<file path="config.mk">
export PLATFORM = sky130hd
export DESIGN_NAME = cfg_path_loader
export DESIGN_NICKNAME = d
export VERILOG_FILES = /design/src/rtl/cpl_pkg.sv /design/src/rtl/cpl_settle_cnt.sv /design/src/rtl/cpl_path_test.sv /design/src/rtl/cpl_hdr_dec.sv /design/src/rtl/cfg_path_loader.sv
export SDC_FILE = /design/constraint.sdc
export NUM_CORES = 1
export LEC_CHECK = 0
export BUFFER_PORTS_ARGS = -buffer_cell sky130_fd_sc_hd__buf_2
export CAP_MARGIN = 40
export CELL_PAD_IN_SITES_DETAIL_PLACEMENT = 2
export CELL_PAD_IN_SITES_GLOBAL_PLACEMENT = 2
export CORE_UTILIZATION = 31
export DETAILED_ROUTE_END_ITERATION = 12
export PLACE_DENSITY_LB_ADDON = 0.1
export SLEW_MARGIN = 5
export SYNTH_ARGS = -nofsm -noshare
export SYNTH_HDL_FRONTEND = slang
export SYNTH_SLANG_ARGS = --single-unit
</file>
<file path="constraint.sdc">
create_clock -name clk_i -period 3 [get_ports clk_i]
set_input_delay 0.3 -clock clk_i [delete_from_list [all_inputs] [get_ports clk_i]]
set_output_delay 0.3 -clock clk_i [all_outputs]
set_load 0.03 [all_outputs]
</file>
<file path="src/rtl/cpl_pkg.sv">
package cpl_pkg;

  typedef enum logic [2:0] {
    ST_IDLE,
    ST_HREQ,
    ST_HCAP,
    ST_WREQ,
    ST_WDO,
    ST_TEST
  } st_e;

  typedef enum logic [1:0] {
    PH_IDLE,
    PH_PRE,
    PH_RISE,
    PH_FALL
  } ph_e;

  typedef struct packed {
    logic [3:0] meta;
    logic [2:0] alts;
    logic [3:0] wpp;
  } hdr_t;

  localparam int HDR_W = 11;

endpackage

</file>
<file path="src/rtl/cpl_settle_cnt.sv">
module cpl_settle_cnt #(
  parameter int CNT_W = 8
) (
  input  logic             clk_i,
  input  logic             rst_ni,
  input  logic             load_i,
  input  logic [CNT_W-1:0] val_i,
  output logic             zero_o
);

  logic [CNT_W-1:0] cnt_q;

  always_ff @(posedge clk_i or negedge rst_ni) begin
    if (!rst_ni)              cnt_q <= '0;
    else if (load_i)          cnt_q <= val_i;
    else if (cnt_q != '0)     cnt_q <= cnt_q - 1'b1;
  end

  assign zero_o = (cnt_q == '0);

endmodule

</file>
<file path="src/rtl/cpl_path_test.sv">
module cpl_path_test
  import cpl_pkg::*;
#(
  parameter int CNT_W = 8
) (
  input  logic             clk_i,
  input  logic             rst_ni,
  input  logic             go_i,
  input  logic [CNT_W-1:0] settle_i,
  input  logic             sink_i,
  output logic             src_o,
  output logic             busy_o,
  output logic             done_o,
  output logic             pass_o
);

  ph_e  ph_q;
  logic err_q;
  logic zero;
  logic load;

  // every phase boundary reloads the settle window
  assign load = ((ph_q == PH_IDLE) && go_i) || ((ph_q != PH_IDLE) && zero);

  cpl_settle_cnt #(.CNT_W(CNT_W)) u_cnt (
    .clk_i  (clk_i),
    .rst_ni (rst_ni),
    .load_i (load),
    .val_i  (settle_i),
    .zero_o (zero)
  );

  always_ff @(posedge clk_i or negedge rst_ni) begin
    if (!rst_ni) begin
      ph_q   <= PH_IDLE;
      err_q  <= 1'b0;
      src_o  <= 1'b0;
      done_o <= 1'b0;
      pass_o <= 1'b0;
    end else begin
      done_o <= 1'b0;
      unique case (ph_q)
        PH_IDLE: if (go_i) begin
          ph_q  <= PH_PRE;
          src_o <= 1'b0;
          err_q <= 1'b0;
        end
        PH_PRE: if (zero) begin
          ph_q  <= PH_RISE;
          src_o <= 1'b1;
        end
        PH_RISE: if (zero) begin
          err_q <= err_q | ~sink_i;
          ph_q  <= PH_FALL;
          src_o <= 1'b0;
        end
        PH_FALL: if (zero) begin
          ph_q   <= PH_IDLE;
          done_o <= 1'b1;
          pass_o <= ~(err_q | sink_i);
        end
        default: ph_q <= PH_IDLE;
      endcase
    end
  end

  assign busy_o = (ph_q != PH_IDLE);

endmodule

</file>
<file path="src/rtl/cpl_hdr_dec.sv">
module cpl_hdr_dec
  import cpl_pkg::*;
#(
  parameter int ADDR_W = 12
) (
  input  logic [HDR_W-1:0]  word_i,
  input  logic [ADDR_W-1:0] base_i,
  output logic [3:0]        wpp_o,
  output logic [2:0]        alts_o,
  output logic              end_o,
  output logic [ADDR_W-1:0] cand0_o,
  output logic [ADDR_W-1:0] next_o
);

  localparam int PADW = ADDR_W - 8;

  hdr_t       hdr;
  logic [7:0] span;

  assign hdr    = hdr_t'(word_i);
  assign wpp_o  = hdr.wpp;
  assign alts_o = hdr.alts;
  assign end_o  = (hdr.wpp == 4'd0);

  // all candidates of a record share one length
  assign span    = ({5'd0, hdr.alts} + 8'd1) * {4'd0, hdr.wpp};
  assign cand0_o = base_i + {{PADW{1'b0}}, 4'd0, hdr.meta} + {{(ADDR_W-1){1'b0}}, 1'b1};
  assign next_o  = cand0_o + {{PADW{1'b0}}, span};

endmodule

</file>
<file path="src/rtl/cfg_path_loader.sv">
module cfg_path_loader
  import cpl_pkg::*;
#(
  parameter int                ADDR_W    = 12,
  parameter int                DATA_W    = 32,
  parameter int                NET_W     = 10,
  parameter int                CNT_W     = 8,
  parameter logic [ADDR_W-1:0] BASE_ADDR = '0
) (
  input  logic              clk_i,
  input  logic              rst_ni,
  input  logic              start_i,
  input  logic [CNT_W-1:0]  settle_i,
  output logic [ADDR_W-1:0] rom_addr_o,
  input  logic [DATA_W-1:0] rom_rdata_i,
  output logic              cfg_we_o,
  output logic              cfg_clr_o,
  output logic [DATA_W-1:0] cfg_data_o,
  output logic              src_o,
  input  logic              sink_i,
  output logic              stat_vld_o,
  output logic [NET_W-1:0]  stat_net_o,
  output logic [2:0]        stat_cand_o,
  output logic              busy_o,
  output logic              done_o,
  output logic              abort_o
);

  localparam int WPADW = ADDR_W - 4;

  st_e               st_q;
  logic [ADDR_W-1:0] rec_base_q, cand_base_q, next_base_q;
  logic [3:0]        wpp_q, word_q;
  logic [2:0]        alts_q, cand_q;
  logic              clr_q;
  logic [NET_W-1:0]  net_q;
  logic              done_q, abort_q;

  logic [3:0]        d_wpp;
  logic [2:0]        d_alts;
  logic              d_end;
  logic [ADDR_W-1:0] d_cand0, d_next;

  logic              last_word;
  logic              t_go, t_busy, t_done, t_pass;

  cpl_hdr_dec #(.ADDR_W(ADDR_W)) u_dec (
    .word_i  (rom_rdata_i[HDR_W-1:0]),
    .base_i  (rec_base_q),
    .wpp_o   (d_wpp),
    .alts_o  (d_alts),
    .end_o   (d_end),
    .cand0_o (d_cand0),
    .next_o  (d_next)
  );

  assign last_word = (word_q == wpp_q - 4'd1);
  assign t_go      = (st_q == ST_WDO) && last_word && !clr_q;

  cpl_path_test #(.CNT_W(CNT_W)) u_test (
    .clk_i    (clk_i),
    .rst_ni   (rst_ni),
    .go_i     (t_go),
    .settle_i (settle_i),
    .sink_i   (sink_i),
    .src_o    (src_o),
    .busy_o   (t_busy),
    .done_o   (t_done),
    .pass_o   (t_pass)
  );

  assign rom_addr_o = (st_q == ST_HREQ) ? rec_base_q
                                        : cand_base_q + {{WPADW{1'b0}}, word_q};
  assign cfg_we_o   = (st_q == ST_WDO);
  assign cfg_clr_o  = (st_q == ST_WDO) && clr_q;
  assign cfg_data_o = rom_rdata_i;
  assign busy_o     = (st_q != ST_IDLE);
  assign done_o     = done_q;
  assign abort_o    = abort_q;

  always_ff @(posedge clk_i or negedge rst_ni) begin
    if (!rst_ni) begin
      st_q        <= ST_IDLE;
      rec_base_q  <= BASE_ADDR;
      cand_base_q <= '0;
      next_base_q <= '0;
      wpp_q       <= '0;
      alts_q      <= '0;
      word_q      <= '0;
      cand_q      <= '0;
      clr_q       <= 1'b0;
      net_q       <= '0;
      done_q      <= 1'b0;
      abort_q     <= 1'b0;
      stat_vld_o  <= 1'b0;
      stat_net_o  <= '0;
      stat_cand_o <= '0;
    end else begin
      stat_vld_o <= 1'b0;
      unique case (st_q)
        ST_IDLE: if (start_i) begin
          done_q     <= 1'b0;
          abort_q    <= 1'b0;
          net_q      <= '0;
          rec_base_q <= BASE_ADDR;
          st_q       <= ST_HREQ;
        end
        ST_HREQ: st_q <= ST_HCAP;
        ST_HCAP: begin
          if (d_end) begin
            done_q <= 1'b1;
            st_q   <= ST_IDLE;
          end else begin
            wpp_q       <= d_wpp;
            alts_q      <= d_alts;
            cand_base_q <= d_cand0;
            next_base_q <= d_next;
            cand_q      <= '0;
            word_q      <= '0;
            clr_q       <= 1'b0;
            st_q        <= ST_WREQ;
          end
        end
        ST_WREQ: st_q <= ST_WDO;
        ST_WDO: begin
          if (!last_word) begin
            word_q <= word_q + 4'd1;
            st_q   <= ST_WREQ;
          end else if (clr_q) begin
            // erase finished: step to the next candidate
            word_q      <= '0;
            clr_q       <= 1'b0;
            cand_q      <= cand_q + 3'd1;
            cand_base_q <= cand_base_q + {{WPADW{1'b0}}, wpp_q};
            st_q        <= ST_WREQ;
          end else begin
            st_q <= ST_TEST;
          end
        end
        ST_TEST: if (t_done) begin
          if (t_pass) begin
            stat_vld_o  <= 1'b1;
            stat_net_o  <= net_q;
            stat_cand_o <= cand_q;
            net_q       <= net_q + 1'b1;
            rec_base_q  <= next_base_q;
            st_q        <= ST_HREQ;
          end else if (cand_q == alts_q) begin
            abort_q <= 1'b1;
            st_q    <= ST_IDLE;
          end else begin
            clr_q  <= 1'b1;
            word_q <= '0;
            st_q   <= ST_WREQ;
          end
        end
        default: st_q <= ST_IDLE;
      endcase
    end
  end

  logic unused_busy;
  assign unused_busy = t_busy;

endmodule

</file>
==> results.py <==
metrics = {
    "setup_path": {
        "cp.required_ns": 3.28,
        "r2r_start": "rec_base_q[0]",
        "slowest_stage": "fa_1",
        "cp-start-kind": "input port",
        "rr_endpoint": "next_base_q[10]",
        "arrival_ns": 4.18,
        "critPathMaxFanout": 2,
        "critPathKind": "in -> reg",
        "critPathMaxStageDelay_ns": 0.48,
        "reg2reg_slack_ns": -0.50,
        "critPathTopFamily": "adder cells",
        "cp_num_buf_inv": 2,
        "crit_path_end_kind": "register",
        "rr_worst_depth": 13,
        "cp_cell_sequence": "buf_8 > ha_4 > xor2_2 > nand2_1 > fa_1 > inv_1 > fa_1 > ha_1 > a21o_1 > a21oi_2 > o21bai_1 > a21oi_1 > xnor2_1 > ha_1 > o21ai_2 > a21oi_2 > a21bo_2 > a221o_2 > xor2_1 > o21ai_1",
    },
    "detailed_routing": {
        "drtAntennaViolNets": 0,
        "wl_per_cell_um": 18.7,
        "num_vias": 5615,
        "first_pass_iters": 4,
        "wirelength_um": 20500,
        "drc": 0,
        "via_per_inst": 5.14,
        "drt_iter0_drc": 168,
    },
    "sta": {
        "fmax_mhz": 257,
        "final-setup-viol-count": 9,
        "fin_ws_ns": -0.895,
        "rsz0062_at_grt": "true",
        "clock-skew-final_ns": 0.0100,
        "timing.final.hold_violations": 0,
        "fin_crit_ns": 3.90,
        "relSlewSlack": 0.489,
        "worstMarginPinSlew_ns": 0.761,
        "period_share": 1.30,
        "drv_slew": 0,
        "final.setup.tns_ns": -4.80,
    },
    "floorplan": {
        "start_util": 0.318,
        "coreArea_um2": 20300,
        "die-area_um2": 21400,
        "die_h_um": 146,
        "num_rows": 52,
        "dieWidth_um": 146,
        "io_pins": 108,
    },
    "synthesis": {
        "ys_seq_area_frac": 0.364,
        "synth_edf_count": 0,
        "avgSynthCellArea_um2": 8.86,
        "ys.flop_type": "dfrtp_1",
        "synth_cell_types": 57,
        "syn_nets": 825,
        "ys_seq_elements": 94,
        "ys_async_sr_fraction": 1.00,
        "synthCells": 729,
        "yosys_warnings": 0,
        "syn-cell-area_um2": 6460,
    },
    "grt": {
        "grt_pass1_vias": 6213,
        "grt_pass1_wl_um": 33400,
        "grt-ovfl-total": 0,
        "grt_max_degree": 47,
        "antenna_found_initial": 0,
        "grtUsageTotal": 0.199,
    },
    "finish": {
        "layout_common_cells": "nand2_1, dfrtp_1, buf_4",
        "diodes": 0,
        "fillCellCount": 2287,
        "synthToLayoutAreaGrowth_pct": 21.3,
        "nNetsFinal": 914,
        "drive_gt1_frac": 0.241,
        "postLayoutCoreUtil": 0.386,
        "mostFrequentLayoutCell": "nand2_1",
    },
    "job": {
        "drv_cap": 0,
    },
    "cts": {
        "cts-root-buf": "clkbuf_16",
        "cts-htree-levels": 3,
        "clk_pin_slew_worst_paths_ns": 0.08,
        "cts_tree": "yes",
        "clock_sinks": 94,
        "clk_latency_ns": 0.35,
        "clk_path_buf_depth": 2,
        "cts_buffers": 9,
    },
    "run_status": {
        "failed_checks": "negative setup slack",
        "outcome": "finished, violations left",
    },
    "power": {
        "power.total_mw": 6.01,
        "powerDensity_nw_per_um2": 767,
        "p_leak_nw": 3.70,
        "peakVddDrop_v": 0.000358,
    },
    "worst_hold_path": {
        "hold_class": "in -> reg",
        "min_path_cells": 2,
        "hold_path_startpoint": "settle_i[7]",
        "holdPathEnd": "u_test.u_cnt.cnt_q[7]",
    },
    "placement": {
        "port_buffers": 65,
        "dp_hpwl_um": 15600,
        "gp_congestion": 0.785,
    },
}
## final cells by class
| type | instances | area, um2 | area share |
|---|---|---|---|
| clock buffer | 10 | 229 | 0.0292 |
| multi-input combinational | 533 | 3780 | 0.483 |
| timing repair buffer | 137 | 918 | 0.117 |
| inverter | 43 | 161 | 0.0206 |
| sequential | 94 | 2350 | 0.300 |
| clock inverter | 6 | 50.0 | 0.00639 |
| tap | 270 | 338 | 0.0431 |
## what timing repair did
| item | in CTS | in global routing |
|---|---|---|
| pin swaps | 22 | 9 |
| hold buffers | 1 | 0 |
| endpoints found under the setup margin | 11 | 11 |
| gates resized for setup | 26 | 11 |
| setup buffers | 2 | 3 |
| hold endpoints to repair | 33 | 0 |
## power breakdown
group | internal, mW | switching (mW)
Combinational | 1.19 | 1.83
Sequential | 1.51 | 0.334
Clock | 0.578 | 0.570
## synth_stat cells, drive strengths merged, types with 3 or more instances
cell	count	area, um2
mux2	6	67.6
fa	8	160
nand3	14	70.1
xnor2	31	272
o21ai	53	265
nand4	5	37.5
o21a	5	37.5
buf	39	274
ha	44	551
nor3	16	95.1
a31oi	5	31.3
clkbuf	20	75.1
nand2	95	357
and3	3	18.8
xor2	24	210
o31ai	4	30.0
nor2	52	195
nand2b	8	50.1
nor2b	9	56.3
o22ai	8	50.1
dfrtp	94	2350
a21o	12	90.1
nor4	5	31.3
a21oi	44	228
or3	10	62.6
a22o	20	175
a211oi	9	72.6
and2	14	87.6
inv	42	158
## logic make-up after synthesis
| group | after synthesis | synth area share |
|---|---|---|
| simple gates | 238 | 0.175 |
| flops | 94 | 0.364 |
| fa+ha+maj | 52 | 0.110 |
| buf+inv | 102 | 0.0790 |
| mux | 8 | 0.0136 |
| xor+xnor | 56 | 0.0783 |
| compound gates | 179 | 0.180 |
## layer usage
layer | part of all wire | up-vias | routed length [um] | GRT usage
met5 | 0 | - | 0 | 0
met4 | 0.020 | 0 | 410 | 0.0677
met3 | 0.020 | 31 | 407 | 0.0244
met2 | 0.53 | 85 | 10800 | 0.364
met1 | 0.43 | 2842 | 8880 | 0.239
li1 | - | 2657 | - | -
## worst max path at each step
stage / to / depth (start not counted) / slack [ns] / start
after floorplan: next_base_q[10] / 19 / -0.97 / rom_rdata_i[4]
after global placement: next_base_q[11] / 20 / -1.36 / rom_rdata_i[4]
after detailed placement: next_base_q[11] / 20 / -1.64 / rom_rdata_i[5]
after CTS: next_base_q[10] / 20 / -0.96 / rom_rdata_i[5]
after global routing: next_base_q[10] / 20 / -1.08 / rom_rdata_i[5]
final: next_base_q[10] / 20 / -0.90 / rom_rdata_i[5]
## metrics by stage
step                      cell area [um2]  instances  setup slack, ns  hold slack (ns)
after floorplan                      6510        729           -0.970          0.00441
after global placement               7350       1071            -1.36            0.370
after detailed placement             7350       1071            -1.64            0.376
after CTS                            7770       1090           -0.963            0.167
after global routing                 7830       1093            -1.08            0.176
final                                7830       1093           -0.895            0.183
## flip-flops by register name (all words and copies together) (netlist names), 2 cells and up
| signal | cells |
|---|---|
| next_base_q | 12 |
| cand_base_q | 12 |
| net_q | 10 |
| rec_base_q | 12 |
| word_q | 4 |
| wpp_q | 4 |
| u_test.u_cnt.cnt_q | 8 |
| stat_net_o | 10 |
| st_q | 3 |
| u_test.ph_q | 2 |
| alts_q | 3 |
| stat_cand_o | 3 |
| cand_q | 3 |
Note: power is estimated with default switching activity, not from simulation.
